**src/rtl/ssp_pkg.sv**
```systemverilog
package ssp_pkg;

    typedef enum logic [1:0] {
        ST_IDLE  = 2'd0,
        ST_LEAD  = 2'd1,
        ST_TRAIL = 2'd2
    } ssp_state_e;

    localparam int unsigned PRESC_MAX = 32;

    function automatic int unsigned presc_ratio(input logic [1:0] sel);
        unique case (sel)
            2'd0:    return 1;
            2'd1:    return 8;
            default: return PRESC_MAX;
        endcase
    endfunction

endpackage

```
**src/rtl/ssp_clkgen.sv**
```systemverilog
module ssp_clkgen #(
    parameter int DIV_W = 8
) (
    input  logic             clk,
    input  logic             rst_n,
    input  logic             run,
    input  logic [1:0]       src_sel,
    input  logic [DIV_W-1:0] div,
    output logic             tick
);
    import ssp_pkg::*;

    localparam int PRE_W = $clog2(PRESC_MAX);

    logic [PRE_W-1:0] pre_cnt;
    logic [DIV_W-1:0] div_cnt;
    logic             pre_tick;

    assign pre_tick = (pre_cnt == PRE_W'(presc_ratio(src_sel) - 1));
    assign tick     = run && pre_tick && (div_cnt == div);

    always_ff @(posedge clk or negedge rst_n) begin
        if (!rst_n) begin
            pre_cnt <= '0;
            div_cnt <= '0;
        end else if (!run) begin
            pre_cnt <= '0;
            div_cnt <= '0;
        end else if (pre_tick) begin
            pre_cnt <= '0;
            div_cnt <= (div_cnt == div) ? '0 : div_cnt + 1'b1;
        end else begin
            pre_cnt <= pre_cnt + 1'b1;
        end
    end

endmodule

```
**src/rtl/ssp_edge_sync.sv**
```systemverilog
module ssp_edge_sync #(
    parameter int SYNC_STAGES = 2
) (
    input  logic clk,
    input  logic rst_n,
    input  logic pin,
    input  logic pol,
    output logic lead,
    output logic trail
);
    logic [SYNC_STAGES:0] pipe;
    logic                 changed;

    always_ff @(posedge clk or negedge rst_n) begin
        if (!rst_n) pipe <= '0;
        else        pipe <= {pipe[SYNC_STAGES-1:0], pin};
    end

    assign changed = pipe[SYNC_STAGES] ^ pipe[SYNC_STAGES-1];
    assign lead    = changed && (pipe[SYNC_STAGES-1] == pol);
    assign trail   = changed && (pipe[SYNC_STAGES-1] != pol);

endmodule

```
**src/rtl/ssp_engine.sv**
```systemverilog
module ssp_engine #(
    parameter int DATA_W = 8
) (
    input  logic              clk,
    input  logic              rst_n,
    input  logic              cfg_tx_en,
    input  logic              cfg_rx_en,
    input  logic              cfg_ext_clk,
    input  logic              cfg_msb_first,
    input  logic              cfg_tx_irq_on_done,
    input  logic              cfg_cont_rx,
    input  logic              tx_wr,
    input  logic [DATA_W-1:0] tx_data,
    input  logic              rx_rd,
    input  logic              sdata_in,
    input  logic              int_tick,
    input  logic              ext_lead,
    input  logic              ext_trail,
    output logic              busy,
    output logic              sclk_act,
    output logic              sdata_out,
    output logic [DATA_W-1:0] rx_data,
    output logic              st_tx_empty,
    output logic              st_rx_full,
    output logic              st_overrun,
    output logic              irq_tx,
    output logic              irq_rx
);
    import ssp_pkg::*;

    localparam int                CNT_W    = $clog2(DATA_W);
    localparam logic [CNT_W-1:0]  LAST_BIT = CNT_W'(DATA_W - 1);
    localparam logic [CNT_W-1:0]  OVR_BIT  = CNT_W'(DATA_W - 2);

    ssp_state_e        state_q, state_d;
    logic [DATA_W-1:0] tx_buf, tx_sh, rx_sh, rx_next;
    logic [CNT_W-1:0]  bit_cnt;
    logic              tx_full, rx_act, step, start, last;

    assign start = (state_q == ST_IDLE) && cfg_tx_en && tx_full;
    assign last  = (bit_cnt == LAST_BIT);
    assign step  = cfg_ext_clk ? ((state_q == ST_LEAD) ? ext_lead : ext_trail)
                               : int_tick;
    assign rx_next = cfg_msb_first ? {rx_sh[DATA_W-2:0], sdata_in}
                                   : {sdata_in, rx_sh[DATA_W-1:1]};

    // State register
    always_ff @(posedge clk or negedge rst_n) begin
        if (!rst_n) state_q <= ST_IDLE;
        else        state_q <= state_d;
    end

    // Next-state logic
    always_comb begin
        state_d = state_q;
        unique case (state_q)
            ST_IDLE:  if (start) state_d = ST_LEAD;
            ST_LEAD:  if (step)  state_d = ST_TRAIL;
            ST_TRAIL: if (step)  state_d = last ? ST_IDLE : ST_LEAD;
            default:             state_d = ST_IDLE;
        endcase
    end

    // Outputs and datapath
    always_ff @(posedge clk or negedge rst_n) begin
        if (!rst_n) begin
            tx_buf     <= '0;
            tx_sh      <= '0;
            rx_sh      <= '0;
            rx_data    <= '0;
            bit_cnt    <= '0;
            tx_full    <= 1'b0;
            rx_act     <= 1'b0;
            st_rx_full <= 1'b0;
            st_overrun <= 1'b0;
            sclk_act   <= 1'b0;
            sdata_out  <= 1'b1;
            irq_tx     <= 1'b0;
            irq_rx     <= 1'b0;
        end else begin
            irq_tx <= 1'b0;
            irq_rx <= 1'b0;
            if (!cfg_rx_en) st_overrun <= 1'b0;
            if (start) begin
                tx_sh   <= tx_buf;
                tx_full <= 1'b0;
                bit_cnt <= '0;
                rx_act  <= cfg_rx_en;
                irq_tx  <= !cfg_tx_irq_on_done;
            end
            if (rx_rd) begin
                st_rx_full <= 1'b0;
                if (cfg_cont_rx && cfg_rx_en && cfg_tx_en) tx_full <= 1'b1;
            end
            if (tx_wr) begin
                tx_buf  <= tx_data;
                tx_full <= 1'b1;
            end
            if (state_q == ST_LEAD && step) begin
                sdata_out <= cfg_msb_first ? tx_sh[DATA_W-1] : tx_sh[0];
                tx_sh     <= cfg_msb_first ? (tx_sh << 1) : (tx_sh >> 1);
                sclk_act  <= 1'b1;
            end
            if (state_q == ST_TRAIL && step) begin
                rx_sh    <= rx_next;
                sclk_act <= 1'b0;
                bit_cnt  <= bit_cnt + 1'b1;
                if (rx_act && st_rx_full && bit_cnt == OVR_BIT) st_overrun <= 1'b1;
                if (last) begin
                    irq_tx <= cfg_tx_irq_on_done;
                    if (rx_act) begin
                        rx_data <= rx_next;
                        if (!st_rx_full) begin
                            st_rx_full <= 1'b1;
                            irq_rx     <= 1'b1;
                        end
                    end
                end
            end
        end
    end

    assign busy        = (state_q != ST_IDLE);
    assign st_tx_empty = !tx_full;

endmodule

```
**src/rtl/sync_serial_port.sv**
```systemverilog
module sync_serial_port #(
    parameter int DATA_W = 8,
    parameter int DIV_W  = 8
) (
    input  logic              clk,
    input  logic              rst_n,
    input  logic              cfg_tx_en,
    input  logic              cfg_rx_en,
    input  logic              cfg_ext_clk,
    input  logic              cfg_pol,
    input  logic              cfg_msb_first,
    input  logic              cfg_tx_irq_on_done,
    input  logic              cfg_cont_rx,
    input  logic [1:0]        cfg_src_sel,
    input  logic [DIV_W-1:0]  cfg_div,
    input  logic              tx_wr,
    input  logic [DATA_W-1:0] tx_data,
    input  logic              rx_rd,
    output logic [DATA_W-1:0] rx_data,
    output logic              st_tx_empty,
    output logic              st_rx_full,
    output logic              st_overrun,
    input  logic              sclk_in,
    output logic              sclk_out,
    input  logic              sdata_in,
    output logic              sdata_out,
    output logic              irq_tx,
    output logic              irq_rx
);
    logic busy, sclk_act, int_tick, ext_lead, ext_trail;

    ssp_clkgen #(.DIV_W(DIV_W)) u_clkgen (
        .clk(clk), .rst_n(rst_n),
        .run(busy && !cfg_ext_clk),
        .src_sel(cfg_src_sel), .div(cfg_div),
        .tick(int_tick)
    );

    ssp_edge_sync #(.SYNC_STAGES(2)) u_sync (
        .clk(clk), .rst_n(rst_n),
        .pin(sclk_in), .pol(cfg_pol),
        .lead(ext_lead), .trail(ext_trail)
    );

    ssp_engine #(.DATA_W(DATA_W)) u_engine (
        .clk(clk), .rst_n(rst_n),
        .cfg_tx_en(cfg_tx_en), .cfg_rx_en(cfg_rx_en),
        .cfg_ext_clk(cfg_ext_clk), .cfg_msb_first(cfg_msb_first),
        .cfg_tx_irq_on_done(cfg_tx_irq_on_done), .cfg_cont_rx(cfg_cont_rx),
        .tx_wr(tx_wr), .tx_data(tx_data), .rx_rd(rx_rd),
        .sdata_in(sdata_in), .int_tick(int_tick),
        .ext_lead(ext_lead), .ext_trail(ext_trail),
        .busy(busy), .sclk_act(sclk_act), .sdata_out(sdata_out),
        .rx_data(rx_data), .st_tx_empty(st_tx_empty),
        .st_rx_full(st_rx_full), .st_overrun(st_overrun),
        .irq_tx(irq_tx), .irq_rx(irq_rx)
    );

    // Idle level is the inverse of polarity; external mode keeps it idle.
    assign sclk_out = (!cfg_ext_clk && sclk_act) ? cfg_pol : !cfg_pol;

endmodule

```
**config.mk**
```make
export PLATFORM = sky130hd
export DESIGN_NAME = sync_serial_port
export DESIGN_NICKNAME = d
export VERILOG_FILES = /design/src/rtl/ssp_pkg.sv /design/src/rtl/ssp_clkgen.sv /design/src/rtl/ssp_edge_sync.sv /design/src/rtl/ssp_engine.sv /design/src/rtl/sync_serial_port.sv
export SDC_FILE = /design/constraint.sdc
export NUM_CORES = 1
export LEC_CHECK = 0
export CAP_MARGIN = 20
export CORE_MARGIN = 4
export CORE_UTILIZATION = 48
export CTS_CLUSTER_DIAMETER = 100
export DETAILED_ROUTE_END_ITERATION = 8
export DONT_BUFFER_PORTS = 1
export GPL_TIMING_DRIVEN = 1
export HOLD_SLACK_MARGIN = 0.06
export PLACE_DENSITY_LB_ADDON = 0.08
export SYNTH_ARGS = -nofsm -noshare
export SYNTH_HDL_FRONTEND = slang
export SYNTH_HIERARCHICAL = 1
export SYNTH_SLANG_ARGS = --single-unit
```
**constraint.sdc**
```tcl
create_clock -name clk -period 2.7 [get_ports clk]
set_input_delay 0.27 -clock clk [delete_from_list [all_inputs] [get_ports clk]]
set_output_delay 0.27 -clock clk [all_outputs]
set_load 0.02 [all_outputs]
```
==> After elaboration in Yosys (flattened, before gate mapping) <==
Index checks and enable logic that the tools add are counted.
W data, S select, Z words.
{ "totals": {"ff_bits": 61, "in_bits": 31, "output_inout_bits": 15, "elab_cells": 103} }
{ "op_classes": {"n_addsub": 4, "eq_ne": 13, "mux": 42, "bitwise": 1, "n_reduce_logical": 26} }
{ "op_table": {"columns": ["op", "count"], "rows": [
  ["$mux W8", 7],
  ["$mux W1", 26],
  ["$logic_and A1 B1 Y1", 14],
  ["$mux W5", 2],
  ["$add A8 B1 Y8 const B", 1],
  ["$eq A8 B8 Y1", 1],
  ["$pmux W4 S2", 1],
  ["$reduce_bool A2 Y1", 4],
  ["$eq A3 B3 Y1 const B", 2],
  ["$mux W2", 3],
  ["$mux W3", 2],
  ["$ne A2 B1 Y1 const B", 3],
  ["$pmux W2 S3", 1],
  ["$reduce_and A3 Y1", 2],
  ["$add A5 B1 Y5 const B", 1],
  ["$eq A5 B5 Y1", 1],
  ["$sub A5 B1 Y5 const B", 1],
  ["$eq A2 B1 Y1 const B", 2],
  ["$logic_not A1 Y1", 4],
  ["$logic_not A2 Y1", 2],
  ["$add A3 B1 Y3 const B", 1],
  ["$eq A2 B2 Y1 const B", 1],
  ["$ne A2 B2 Y1 const B", 1],
  ["$eq A1 B1 Y1", 1],
  ["other kinds (2)", 2]
]} }

==> Logic depth before layout (Yosys ltp) <==
{ "depth": {"word_depth": 10, "mapped_depth": 10, "ltp_nobuf": 8} }

==> Cells and area by module <==
The synthesis kept the hierarchy.
{ "modules_own_cells": {"columns": ["module", "instances", "cells_per_inst", "area_each_um2", "seq_area_each_um2"], "rows": [
  ["ssp_engine", 1, 180, 2052.0, 1127.3],
  ["ssp_clkgen", 1, 85, 783.3, 325.3],
  ["ssp_edge_sync", 1, 7, 108.9, 75.1],
  ["sync_serial_port", 1, 3, 23.8, 0.0]
]} }

==> Worst setup path after synthesis <==
OpenSTA, ideal clock, no wires.
{ "synth_timing": {"path_type": "register -> register", "start": "reg u_clkgen.div_cnt[4]", "end": "reg u_engine.rx_data[7]", "setup_time_ns": 0.125, "arrival_time_ns": 2.420, "required_time_ns": 2.575, "slack_ns": 0.155, "path_stages_with_launch": 11, "n_path_buf": 2, "period_less_slack_ns": 2.545, "cell_sequence": "dfrtp_1 -> xor2_1 -> nor4_1 -> and2_1 -> clkbuf_1 -> and3_1 -> nand2b_4 -> a21oi_2 -> and3_4 -> buf_8 -> mux2_4"} }
{ "synth_between": {"elab_chain_cells": 5} }
{ "synth_rtl": {"columns": ["element", "line_no", "source"], "rows": [
  ["start, declared", "ssp_clkgen.sv:16", "logic [DIV_W-1:0] div_cnt;"],
  ["start signal, assigned", "ssp_clkgen.sv:31", "div_cnt <= (div_cnt == div) ? '0 : div_cnt + 1'b1;"],
  ["$eq A8 B8 Y1", "ssp_clkgen.sv:20", "assign tick = run && pre_tick && (div_cnt == div);"],
  ["$logic_and A1 B1 Y1", "ssp_clkgen.sv:20", null],
  ["named net int_tick", "sync_serial_port.sv:30", "logic busy, sclk_act, int_tick, ext_lead, ext_trail;"],
  ["$mux W1", "ssp_engine.sv:42", "assign step = cfg_ext_clk ? ((state_q == ST_LEAD) ? ext_lead : ext_trail)"],
  ["$logic_and A1 B1 Y1", "ssp_engine.sv:104", "if (state_q == ST_TRAIL && step) begin"],
  ["$reduce_and A3 Y1 (no source line)", null, null],
  ["end signal, assigned", "ssp_engine.sv:112", "rx_data <= rx_next;"],
  ["end, declared", "ssp_engine.sv:22", "output logic [DATA_W-1:0] rx_data,"]
]} }
The timed path passes the listed nets, and every way through them passes these cells.
A chain may end at the register's enable or synchronous reset.

==> Final worst setup path <==
{ "layout_timing": {"start": "reg u_clkgen.pre_cnt[3]", "end": "reg u_engine.rx_data[7]"} }
{ "layout_between": {"elab_chain_cells": 6} }
{ "layout_rtl": {"columns": ["element", "line_no", "source"], "rows": [
  ["start, declared", "ssp_clkgen.sv:15", "logic [PRE_W-1:0] pre_cnt;"],
  ["start signal, assigned", "ssp_clkgen.sv:33", "pre_cnt <= pre_cnt + 1'b1;"],
  ["$eq A5 B5 Y1", "ssp_clkgen.sv:19", "assign pre_tick = (pre_cnt == PRE_W'(presc_ratio(src_sel) - 1));"],
  ["$logic_and A1 B1 Y1 (2 in a row)", "ssp_clkgen.sv:20", null],
  ["named net int_tick", "sync_serial_port.sv:30", null],
  ["$mux W1", "ssp_engine.sv:42", null],
  ["$logic_and A1 B1 Y1", "ssp_engine.sv:104", null],
  ["$reduce_and A3 Y1 (no source line)", null, null]
]} }
The timed path passes the listed nets, and every way through them passes these cells.

==> results.md <==
* Min-delay worst type: primary input to register
* Worst-path clk slew at 60 ps
* CTS tree: yes
* TNS Setup at 0 ps
* Adder-Cell Fraction of Synth Area at 0.0211
* Worst slew margin at 0.595
* Unrepaired setup endpoints after global routing: no
* Ys async rst share at 1.00
* Total gr overflow at 0
* Internal at 1.60 mW
* Yosys reg bits at 61
* XOR/XNOR Fraction of Synth Area at 0.0354
* Comb pwr share at 0.180
* Synth top area cells: dfrtp_1 (51%), mux2i_1 (8.1%), nand2_1 (4.3%)
* Rows at 28
* # nets final at 323
* Period minus WS final at 2400 ps
* DRC at 0
* Die area at about 7500 µm²
* Crit path DAT at 2610 ps
* Max Clk Rate at 0.417 GHz
* CTS-repair resized insts at 0
* Final setup fails at 0
* First-pass detailed-route iteration total at 4
* Post-synthesis mux area share at 0.120
* Average routed wire per standard cell at between 15 and 20 µm
* Gpl congestion at 0.796
* Vias in the first global route at around 2000
* Ant diodes at 0
* R2R Path End: u_engine/rx_data[7]
* Area after DPL at ~3000 µm²
* Largest family of logic cells by synthesized area: simple AND/OR/NAND/NOR gates
* PD cells at 690 nW/µm²
* Finished Cell Area at 3280 µm²
* Sw Ratio at 0.292
* Longest Clk Path Bufs at 2
* Hold Crit Depth at 2
* Primary FF master, synth: dfrtp_1
* Complex-gate fraction of the synthesized area at 0.102
* Fin cells at 367
* Synth area leader: dfrtp_1
* Skew-Pair Late Insertion Delay at 330 ps
* CTS Root Cell: clkbuf_8
* Flop pwr share at 0.519
* Critical R2R Launch: u_clkgen/pre_cnt[3]
* Post-synth top area share at 0.506
* Worst Path Required at 2910 ps
* Simple-gate share of the synthesized area at 0.167
* Initial Util at 0.498
* Worst-path fanout max at 5
* Die height at 86.6 µm
* Number of antenna violations at the first check in global routing at 0
* Worst Max-Slew Pin Slew at 608 ps
* Max-Cap Viols at 0
* Unique masters post-synth at 50
* Core box area at 5960 µm²
* Power Total at 2.27 mW
* Critical path capture point type: register
* First-pass GRT wire length at just under 10 mm
* Status: complete, no violations
* Worst setup path end: u_engine/rx_data[7]
* Mapped Avg Cell Area at 10.8 µm²
* YS warnings at 6
* Register area share after synthesis at 0.515
* P_leak at between 1.5 and 2 nW
* Final Hold Vio Count at 0
* Worst VDD drop at 0.357 mV
* GRT Total Usage at 0.171
* Net Count, Synth at around 310
* Most frequent cell after synthesis: dfrtp_1
* First DRT Iteration DRCs at 114
* Critical path launch point: u_clkgen/pre_cnt[3]
* P&R area growth vs syn at 10.7%
* Final Skew at 6.72 ps
* H-Tree Depth at 3
* Max-slew violation count at 0
* R2R setup slack at 300 ps
* DIE WIDTH at 86.6 µm
* Total CTS buffers at 9
* I/O pin count at 46
* Share of cells above drive strength 1 at 0.123
* Vias at 2036
* R2R depth at 8
* Sw power at 662 µW
* Clock power share at 0.301
* Placed cells at 343
* Mapped Area at around 3000 µm²
* Largest net degree at the start of global routing at 62
* Gate Count Post-Synth at 275
* Vias per Instance at 5.55
* DP HPWL at 3.87 mm
* Startpoint Class: register
* CP Class: register to register
* EDFF count, synth at 0
* Commonest cells in the netlist: dfrtp_1 (60), nand2_1 (34), mux2i_1 (24)
* Crit share post-route at 0.889
* Clk sinks at 61
* Fin worst setup slack at ~300 ps
* Place WS at 304 ps
* Post-Route WL at about 5.7 mm
* PortBufs at 0
* DRT antenna net count at 0
-- layer usage --
metal,global-route usage,vias up,part of all wire
met4,0.0722,0,0.014
met2,0.236,46,0.43
met5,0,-,0
met1,0.240,986,0.50
met3,0.0637,8,0.057
li1,-,996,-
-- placed cells by master (no fill, tap or decap), types with 2 or more instances in the layout --
cell type / n
dlygate4sd3_1: 7
o21ai_0: 16
nor4_1: 4
clkbuf_8: 10
mux2i_1: 24
ha_1: 5
nor3_1: 3
xnor2_1: 2
a21oi_1: 7
inv_1: 13
or4_1: 3
a221o_1: 8
dfrtp_1: 60
nand2b_1: 3
or4b_1: 2
buf_4: 4
nand2_1: 34
clkinv_2: 2
xor2_1: 10
and2_4: 2
and3_1: 4
a21o_1: 3
clkbuf_1: 4
mux2_2: 9
nor2_1: 16
nand3_1: 11
-- critical path, stage by stage, from the launching register on --
cell and delay (ps):
dfrtp_1 420, or4b_1 530, a21o_1 200, nand2_1 110
and3_1 240, nand2b_4 80, a21oi_2 150, and3_4 260
mux2_4 310
-- registers in the layout, summed over array words and instances (netlist names), 2 cells and up --
signal,cells
u_engine/tx_buf,8
u_sync/pipe,3
u_clkgen/div_cnt,8
u_engine/rx_sh,8
u_engine/bit_cnt,3
u_engine/tx_sh,8
u_engine/rx_data,8
u_engine/state_q,2
u_clkgen/pre_cnt,5
-- final cells by class --
type / instances / area, µm²
clock inverter: 2 / 10.0
sequential: 61 / 1530
multi-input combinational: 190 / 1320
inverter: 13 / 48.8
fill: 551 / 2670
clock buffer: 14 / 153
tap: 75 / 93.8
timing repair buffer: 12 / 128
-- per-stage QoR --
stage               hold WS (ps)   util
floorplan                  -25.6      -
global placement           -23.9  0.508
detailed placement         -23.8  0.508
CTS                         67.5  0.550
global route                62.0  0.551
finish                      86.7  0.551
-- cell families (layout without fill, tap and decap cells) --
family          count (synthesis)  in the layout
compound gates                 44             44
xor+xnor                       12             12
fa+ha+maj                       5              5
buf+inv                        24             41
flops                          61             61
mux                            34             34
simple gates                   95             95
-- power by group through the flow --
stage	clock, mW	sequential [mW]	combinational [mW]
3_5_place_dp	0	1.19	0.379
3_3_place_gp	0	1.19	0.370
5_1_grt	0.761	1.20	0.465
6_report	0.682	1.18	0.408
4_1_cts	0.709	1.18	0.412
2_1_floorplan	0	1.15	0.341
-- worst min-delay path by stage --
stage	from	endpoint	slack [ps]
floorplan	rst_n	u_clkgen/div_cnt[0]	-30
global placement	rst_n	u_clkgen/div_cnt[4]	-20
detailed placement	rst_n	u_clkgen/div_cnt[2]	-20
CTS	cfg_rx_en	u_engine/st_overrun	70
global route	tx_data[5]	u_engine/tx_buf[5]	60
finish	cfg_rx_en	u_engine/st_overrun	90
-- repair_timing --
action                                 CTS  global route
hold buffers                             7             1
buffers inserted                         0             0
setup endpoints to repair                0             0
endpoints found under the hold margin   66             1
(Power assumes the default switching activity.)
